$ cat config.mk
export PLATFORM = sky130hd
export DESIGN_NAME = uart_pd_ctrl
export DESIGN_NICKNAME = d
export VERILOG_FILES = /design/src/rtl/uart_pd_pkg.sv /design/src/rtl/uart_pd_sync.sv /design/src/rtl/uart_pd_domain.sv /design/src/rtl/uart_pd_regs.sv /design/src/rtl/uart_pd_ctrl.sv
export SDC_FILE = /design/constraint.sdc
export NUM_CORES = 1
export LEC_CHECK = 0
export BUFFER_PORTS_ARGS = -buffer_cell sky130_fd_sc_hd__buf_4
export CORE_AREA = 2 2 39 41
export CTS_BUF_LIST = sky130_fd_sc_hd__clkbuf_16
export DETAILED_ROUTE_END_ITERATION = 7
export DIE_AREA = 0 0 41 43
export PLACE_DENSITY = 0.7
export SETUP_SLACK_MARGIN = 0.1
export SLEW_MARGIN = 20
export SYNTH_ARGS = -nofsm -noshare
export SYNTH_HDL_FRONTEND = slang
export SYNTH_HIERARCHICAL = 1
export SYNTH_SLANG_ARGS = --single-unit
$ cat constraint.sdc
create_clock -name clk -period 1.3 [get_ports clk]
set_input_delay 0.26 -clock clk [delete_from_list [all_inputs] [get_ports clk]]
set_output_delay 0.26 -clock clk [all_outputs]
set_load 0.01 [all_outputs]
$ cat src/rtl/uart_pd_pkg.sv
package uart_pd_pkg;

  localparam int ADDR_W = 2;
  localparam int REG_W  = 2;

  typedef enum logic [ADDR_W-1:0] {
    A_CTRL = 2'd0,
    A_STAT = 2'd1,
    A_EVT  = 2'd2
  } reg_addr_e;

  typedef struct packed {
    logic force_pd;
    logic auto_en;
  } ctrl_t;

endpackage

$ cat src/rtl/uart_pd_sync.sv
module uart_pd_sync #(
  parameter int   STAGES  = 2,
  parameter logic RST_VAL = 1'b1
) (
  input  logic clk,
  input  logic rst_n,
  input  logic din,
  output logic edge_o
);

  logic [STAGES-1:0] stg_q, stg_d;
  logic              prev_q, prev_d;

  always_comb begin
    stg_d[0] = din;
    for (int i = 1; i < STAGES; i++) begin
      stg_d[i] = stg_q[i-1];
    end
    prev_d = stg_q[STAGES-1];
  end

  always_ff @(posedge clk or negedge rst_n) begin
    if (!rst_n) begin
      stg_q  <= {STAGES{RST_VAL}};
      prev_q <= RST_VAL;
    end else begin
      stg_q  <= stg_d;
      prev_q <= prev_d;
    end
  end

  assign edge_o = stg_q[STAGES-1] ^ prev_q;

endmodule

$ cat src/rtl/uart_pd_domain.sv
module uart_pd_domain #(
  parameter int IDLE_CYC  = 1,
  parameter bit FAST_WAKE = 1'b0
) (
  input  logic clk,
  input  logic rst_n,
  input  logic auto_en,
  input  logic force_pd,
  input  logic idle,
  input  logic wake,
  output logic clk_en,
  output logic asleep
);

  localparam int                CNT_W = $clog2(IDLE_CYC + 1);
  localparam logic [CNT_W-1:0]  LIM   = CNT_W'(IDLE_CYC);

  logic [CNT_W-1:0] cnt_q, cnt_d;
  logic             sleep_q, sleep_d;

  always_comb begin
    cnt_d   = cnt_q;
    sleep_d = sleep_q;
    if (!idle || wake) begin
      cnt_d = '0;
    end else if (cnt_q != LIM) begin
      cnt_d = cnt_q + 1'b1;
    end
    if (sleep_q) begin
      if (wake || !auto_en) sleep_d = 1'b0;
    end else if (auto_en && idle && !wake && (cnt_q == LIM)) begin
      sleep_d = 1'b1;
    end
  end

  always_ff @(posedge clk or negedge rst_n) begin
    if (!rst_n) begin
      cnt_q   <= '0;
      sleep_q <= 1'b0;
    end else begin
      cnt_q   <= cnt_d;
      sleep_q <= sleep_d;
    end
  end

  generate
    if (FAST_WAKE) begin : g_fast
      assign clk_en = !force_pd && (!sleep_q || wake);
    end else begin : g_reg
      assign clk_en = !force_pd && !sleep_q;
    end
  endgenerate

  assign asleep = force_pd || sleep_q;

endmodule

$ cat src/rtl/uart_pd_regs.sv
module uart_pd_regs
  import uart_pd_pkg::*;
(
  input  logic              clk,
  input  logic              rst_n,
  input  logic              wr,
  input  logic [ADDR_W-1:0] addr,
  input  logic [REG_W-1:0]  wdata,
  input  logic              ri_edge,
  input  logic              tx_asleep,
  input  logic              rx_asleep,
  output ctrl_t             ctrl,
  output logic              ri_event,
  output logic [REG_W-1:0]  rdata
);

  ctrl_t ctrl_q, ctrl_d;
  logic  evt_q, evt_d;

  always_comb begin
    ctrl_d = ctrl_q;
    evt_d  = evt_q;
    if (wr && (addr == A_CTRL)) begin
      ctrl_d.force_pd = wdata[1];
      ctrl_d.auto_en  = wdata[0];
    end
    if (ri_edge) begin
      evt_d = 1'b1;
    end else if (wr && (addr == A_EVT) && wdata[0]) begin
      evt_d = 1'b0;
    end
  end

  always_ff @(posedge clk or negedge rst_n) begin
    if (!rst_n) begin
      ctrl_q <= '0;
      evt_q  <= 1'b0;
    end else begin
      ctrl_q <= ctrl_d;
      evt_q  <= evt_d;
    end
  end

  always_comb begin
    rdata = '0;
    case (addr)
      A_CTRL:  rdata = {ctrl_q.force_pd, ctrl_q.auto_en};
      A_STAT:  rdata = {rx_asleep, tx_asleep};
      A_EVT:   rdata = {1'b0, evt_q};
      default: rdata = '0;
    endcase
  end

  assign ctrl     = ctrl_q;
  assign ri_event = evt_q;

endmodule

$ cat src/rtl/uart_pd_ctrl.sv
module uart_pd_ctrl
  import uart_pd_pkg::*;
#(
  parameter int IDLE_CYC    = 1,
  parameter int SYNC_STAGES = 2
) (
  input  logic              clk,
  input  logic              rst_n,
  input  logic              reg_wr,
  input  logic [ADDR_W-1:0] reg_addr,
  input  logic [REG_W-1:0]  reg_wdata,
  output logic [REG_W-1:0]  reg_rdata,
  input  logic              thr_wr,
  input  logic              thr_empty,
  input  logic              tsr_empty,
  input  logic              rxf_empty,
  input  logic              rx_idle,
  input  logic              rxd,
  input  logic              ri_n,
  output logic              tx_clk_en,
  output logic              rx_clk_en,
  output logic              ri_irq
);

  localparam int N_DOM = 2;
  localparam int D_TX  = 0;
  localparam int D_RX  = 1;

  // reset: asserted asynchronously, released on the clock
  logic rst_meta_q, rst_int_n;
  always_ff @(posedge clk or negedge rst_n) begin
    if (!rst_n) begin
      rst_meta_q <= 1'b0;
      rst_int_n  <= 1'b0;
    end else begin
      rst_meta_q <= 1'b1;
      rst_int_n  <= rst_meta_q;
    end
  end

  logic rxd_edge, ri_edge;

  uart_pd_sync #(.STAGES(SYNC_STAGES), .RST_VAL(1'b1)) u_rxd_sync (
    .clk(clk), .rst_n(rst_int_n), .din(rxd), .edge_o(rxd_edge)
  );

  uart_pd_sync #(.STAGES(SYNC_STAGES), .RST_VAL(1'b1)) u_ri_sync (
    .clk(clk), .rst_n(rst_int_n), .din(ri_n), .edge_o(ri_edge)
  );

  ctrl_t            ctrl_w;
  logic [N_DOM-1:0] idle_v, wake_v, en_v, asleep_v;

  assign idle_v[D_TX] = thr_empty && tsr_empty;
  assign wake_v[D_TX] = thr_wr;
  assign idle_v[D_RX] = rxf_empty && rx_idle;
  assign wake_v[D_RX] = rxd_edge;

  generate
    for (genvar d = 0; d < N_DOM; d++) begin : g_dom
      uart_pd_domain #(
        .IDLE_CYC (IDLE_CYC),
        .FAST_WAKE(d == D_TX)
      ) u_dom (
        .clk     (clk),
        .rst_n   (rst_int_n),
        .auto_en (ctrl_w.auto_en),
        .force_pd(ctrl_w.force_pd),
        .idle    (idle_v[d]),
        .wake    (wake_v[d]),
        .clk_en  (en_v[d]),
        .asleep  (asleep_v[d])
      );
    end
  endgenerate

  uart_pd_regs u_regs (
    .clk      (clk),
    .rst_n    (rst_int_n),
    .wr       (reg_wr),
    .addr     (reg_addr),
    .wdata    (reg_wdata),
    .ri_edge  (ri_edge),
    .tx_asleep(asleep_v[D_TX]),
    .rx_asleep(asleep_v[D_RX]),
    .ctrl     (ctrl_w),
    .ri_event (ri_irq),
    .rdata    (reg_rdata)
  );

  assign tx_clk_en = en_v[D_TX];
  assign rx_clk_en = en_v[D_RX];

endmodule

Word level (Yosys, flattened, before mapping)
Index checks and enable logic that the tools add are counted.
- logic and storage cells: 62
- output and inout bits: 5
- bits in registers: 15
- add/sub/neg operators: 2
- reduce and logical (&&, ||, !) cells: 30
- bitwise operators: 2
- equal/unequal tests: 2
- multiplexer cells: 13
- operators with widths (operator ; number):
    $logic_and A1 B1 Y1 ; 13
    $mux W1 ; 12
    $logic_not A1 Y1 ; 8
    $logic_or A1 B1 Y1 ; 7
    $pmux W2 S3 ; 1
    $add A1 B1 Y1 const B ; 2
    $eq A2 B1 Y1 const B ; 1
    $eq A2 B2 Y1 const B ; 1
    $logic_not A2 Y1 ; 1
    $reduce_bool A2 Y1 ; 1
    $xor A1 B1 Y1 ; 2

Longest topological paths before layout
- word-level depth: 6
- gate-level depth with buffers: 3

Cells and area by module
The synthesis kept the hierarchy.
- modules (own cells, without submodules) (module ; area an instance (µm²) ; sequential area each (µm²) ; instances ; cells an instance):
    uart_pd_sync ; 87.6 ; 78.8 ; 2 ; 4
    uart_pd_regs ; 162.7 ; 75.1 ; 1 ; 13
    uart_pd_domain (g_dom[0].u_dom) ; 88.8 ; 50.0 ; 1 ; 8
    uart_pd_domain (g_dom[1].u_dom) ; 81.3 ; 50.0 ; 1 ; 7
    uart_pd_ctrl ; 66.3 ; 50.0 ; 1 ; 5

Worst setup path after synthesis
No wires, ideal clock.
- kind: register -> output
- from: register u_regs.ctrl_q (netlist bit u_regs/ctrl[1])
- to: output port reg_rdata[0]
- stages on the path, launching flop included: 4
- slack: 0.206 ns
- data arrival time: 0.834 ns
- required time: 1.040 ns
- path through: dfrtp_1 or2_1 mux2i_1 o21ai_0
- longest elaborated chain between the ends: 2
- ends and longest elaborated chain (what ; line ; RTL):
    from (decl) ; uart_pd_regs.sv:17 ; ctrl_t ctrl_q, ctrl_d;
    from (signal assigned) ; uart_pd_regs.sv:39 ; ctrl_q <= ctrl_d;
    $logic_or A1 B1 Y1 ; uart_pd_domain.sv:54 ; assign asleep = force_pd || sleep_q;
    net asleep_v[0] ; uart_pd_ctrl.sv:52 ; logic [N_DOM-1:0] idle_v, wake_v, en_v, asleep_v;
    $pmux W2 S3 ; uart_pd_regs.sv:46 ; case (addr)
    to (decl) ; uart_pd_ctrl.sv:12 ; output logic [REG_W-1:0] reg_rdata,
The timed path passes the listed nets, and every way through them passes these cells.

Final worst setup path
- from: register u_regs.ctrl_q (netlist bit u_regs/ctrl[1])
- to: output port reg_rdata[1]
The elaborated chain is that of the path after synthesis.

==> key figures <==
Synth
  • Distinct cells, synth: 20
  • Synth top area share: 39.2%
  • Synth area leader: dfrtp_1
  • Simple-Gate Fraction of Synth Area: 16.1%
  • Main synth FF type: dfrtp_1
  • Sequential area share after synthesis: 66.7%
  • Post-synthesis xor/xnor area fraction: 3.05%
  • Combinational family with the most area after synthesis: simple AND/OR/NAND/NOR gates
  • Post-synthesis compound-gate area fraction: 4.79%
  • Net Count, Synth: 55
  • Post-Syn Area: 574 sq um
  • Cells after synthesis: 41
  • Post-synth EDFFs: 0
  • #FFs+latches synth: 15
  • Post-synthesis mux area share: 7.41%
  • Post-synth ARST share: 100%
  • Syn Area/Cell: 14.0 sq um
  • Top cells by area, synth: dfrtp_1 39%, dfstp_2 27%, nor3b_2 4.4%
  • Ys Warns: 6
  • Synth Area in Adders: 0%

Setup path
  • Crit end category: output pin
  • Cell family with most CP delay: flip-flops
  • Reg2Reg Depth: 2
  • CP Launch Type: flip-flop
  • CP Max Fanout: 4
  • RR Endpoint: u_regs/ctrl[1]
  • Reg2Reg Setup Slack: 0.37 ns
  • Setup Crit Path Kind: reg2out
  • Worst EP required: 1.04 ns
  • Worst R2R Start: u_regs/ctrl[1]
  • Buf/Inv on CP: 1
  • CP peak stage delay: 0.40 ns
  • Critical-path cell list: or2_4, mux2i_1, nor2_1, buf_4
  • Critical Path Start: u_regs/ctrl[1]
  • CP arrival: 1.28 ns
  • CP max stage cell: dfrtp_1

Drt
  • Metal-1 WL: 403 microns
  • Met3 WL post-DR: 64 microns
  • # DRC: 0
  • Vias: 407
  • Antenna-violating nets left: 0
  • DR vias/cell: 4.68
  • Top routing layer used: met3
  • Routed Wire Length: 1.09 mm
  • Drt pass-1 iters: 2
  • DR WL/cell: 12.5 microns
  • Iteration-0 DRC Markers: 2
  • Met2 WL: 623 microns

Global routing
  • Vias in the first global route: 379
  • Grt ovf: 0
  • Initial antenna violation count: 0
  • GRT Total Usage: 13.9%
  • Largest net degree at the start of global routing: 14
  • First-pass GRT wire length: 1.55 mm

Clock network
  • CTS Root Cell: clkbuf_16
  • Cts bufs inserted: 3
  • TritonCTS clock tree: done
  • Clk sink count: 15
  • Htree depth: 1
  • Worst-path clk slew: 0.05 ns
  • Clock Latency Late Sink: 0.24 ns
  • Longest Clk Path Bufs: 2

Die
  • Chip Width: 41 microns
  • Io pins: 19
  • Initial core utilization: 41.5%
  • Die H: 43 microns
  • CORE AREA: 1380 sq um
  • DIE AREA: 1760 sq um
  • Std-Cell Rows: 14

Placed design
  • Pre-CTS setup slack: 0.0633 ns
  • Inst Count DP: 75
  • Final GP Congestion: 0.602
  • Hpwl dp: 684 microns
  • # port buffers: 18

Job
  • Maxcap violations: 0

Timing
  • F_max: 0.651 GHz
  • Final min period: 1.54 ns
  • WHS: 0.121 ns
  • Final worst setup slack: -0.237 ns
  • # setup viols final: 3
  • Setup TNS: -0.636 ns
  • Period utilisation layout: 118%
  • Final hold vios: 0
  • Clock Skews: 0.000382 ns
  • Fin. max-slew vios: 0
  • RSZ-0062 raised after global routing: true

Finish
  • Fill count: 112
  • Final nets: 86
  • Layout cells sized above 1: 59.2%
  • N_diodes: 0
  • Post-Layout Cell Count: 87
  • Area growth syn-to-layout: 53.8%

Power
  • PwrDens: 1500 nW/um^2
  • Tot Pwr: 0.00133 W
  • Peak VDD IR: 0.00102 V
  • LEAKAGE: 0.419 nW

Outcome
  • Failing checks: setup timing
  • Status: finished, violations left

Worst hold path
  • Worst Hold Launch: ri_n
  • Hold EP: u_ri_sync/stg_q[0]
  • Hold crit path type: in2reg
  • Hold depth: 1
[worst register-to-register path: stages, from the launching register on]
cell and delay, ns:
dfrtp_1 0.40, buf_4 0.15, mux2_2 0.26
[per-layer routing]
layer	global-route usage, %	vias to the layer above
li1	-	197
met1	13.0	195
met2	25.0	15
met3	3.14	0
met4	8.00	0
met5	0	-
[repair_timing]
action	in CTS	in global routing
gates resized for setup	2	2
pin swaps	1	2
setup endpoints to repair	3	4
gates cloned	0	0
hold buffers	1	0
endpoints found under the hold margin	2	0
setup buffers	4	3
[synth_stat cells, types with 2 or more instances]
cell type and n:
dfrtp_1 9, dfstp_2 6, a21oi_1 3, and2_1 2, mux2_2 2, mux2i_1 2, nor2b_1 2, nor3b_2 2
xor2_1 2
[per-stage QoR]
step                      area, sq um  utilization, %
final                             883            63.8
after floorplan                   574               -
after global routing              883            63.8
after CTS                         853            61.7
after detailed placement          729            52.7
after global placement            729            52.7
[report_power, final]
group	switching [W]	total (W)	internal (W)
clock	0.000179	0.000589	0.000410
combinational	0.0000721	0.000207	0.000135
sequential	0.0000274	0.000532	0.000505
[flip-flops by register name (all words and copies together) (netlist names)]
| name | cells |
|---|---|
| u_rxd_sync/stg_q | 2 |
| u_ri_sync/prev_q | 1 |
| u_regs/ctrl | 2 |
| u_regs/ri_event | 1 |
| rst_int_n | 1 |
| g_dom.u_dom/sleep_q | 2 |
| u_rxd_sync/prev_q | 1 |
| g_dom.u_dom/cnt_q | 2 |
| u_ri_sync/stg_q | 2 |
| rst_meta_q | 1 |
[worst max path at each step]
stage | end | slack, ns | depth (start not counted)
6_report | reg_rdata[1] | -0.24 | 4
5_1_grt | reg_rdata[1] | -0.29 | 4
4_1_cts | reg_rdata[1] | -0.19 | 4
3_5_place_dp | reg_rdata[1] | 0.06 | 4
3_3_place_gp | reg_rdata[1] | 0.05 | 4
2_1_floorplan | reg_rdata[0] | 0.21 | 3
[cell type report]
cell class	instances	area, sq um	area share (%)
Timing Repair Buffer	26	205	23.2
Tap cell	16	20.0	2.27
Inverter	2	7.51	0.850
Multi-Input combinational cell	24	188	21.2
Sequential cell	15	383	43.3
Clock inverter	1	5.00	0.567
Clock buffer	3	75.1	8.50
[placed cells by master (no fill, tap or decap), types with 2 or more instances in the layout]
master and count:
a21oi_1 2, and2_1 2, buf_4 23, buf_6 2, clkbuf_16 3, dfrtp_1 9, dfstp_2 6, mux2_2 2
mux2i_1 2, nor2b_1 2, nor3b_2 2, xor2_1 2
[kinds of logic after synthesis]
| logic type | after synthesis |
|---|---|
| other | 1 |
| muxes | 4 |
| DFF | 15 |
| and+or+nand+nor | 12 |
| xor gates and xnor gates | 2 |
| buffers and inverters | 2 |
| AOI/OAI and AO/OA | 5 |
No activity file was read; power rests on OpenSTA's default activity.
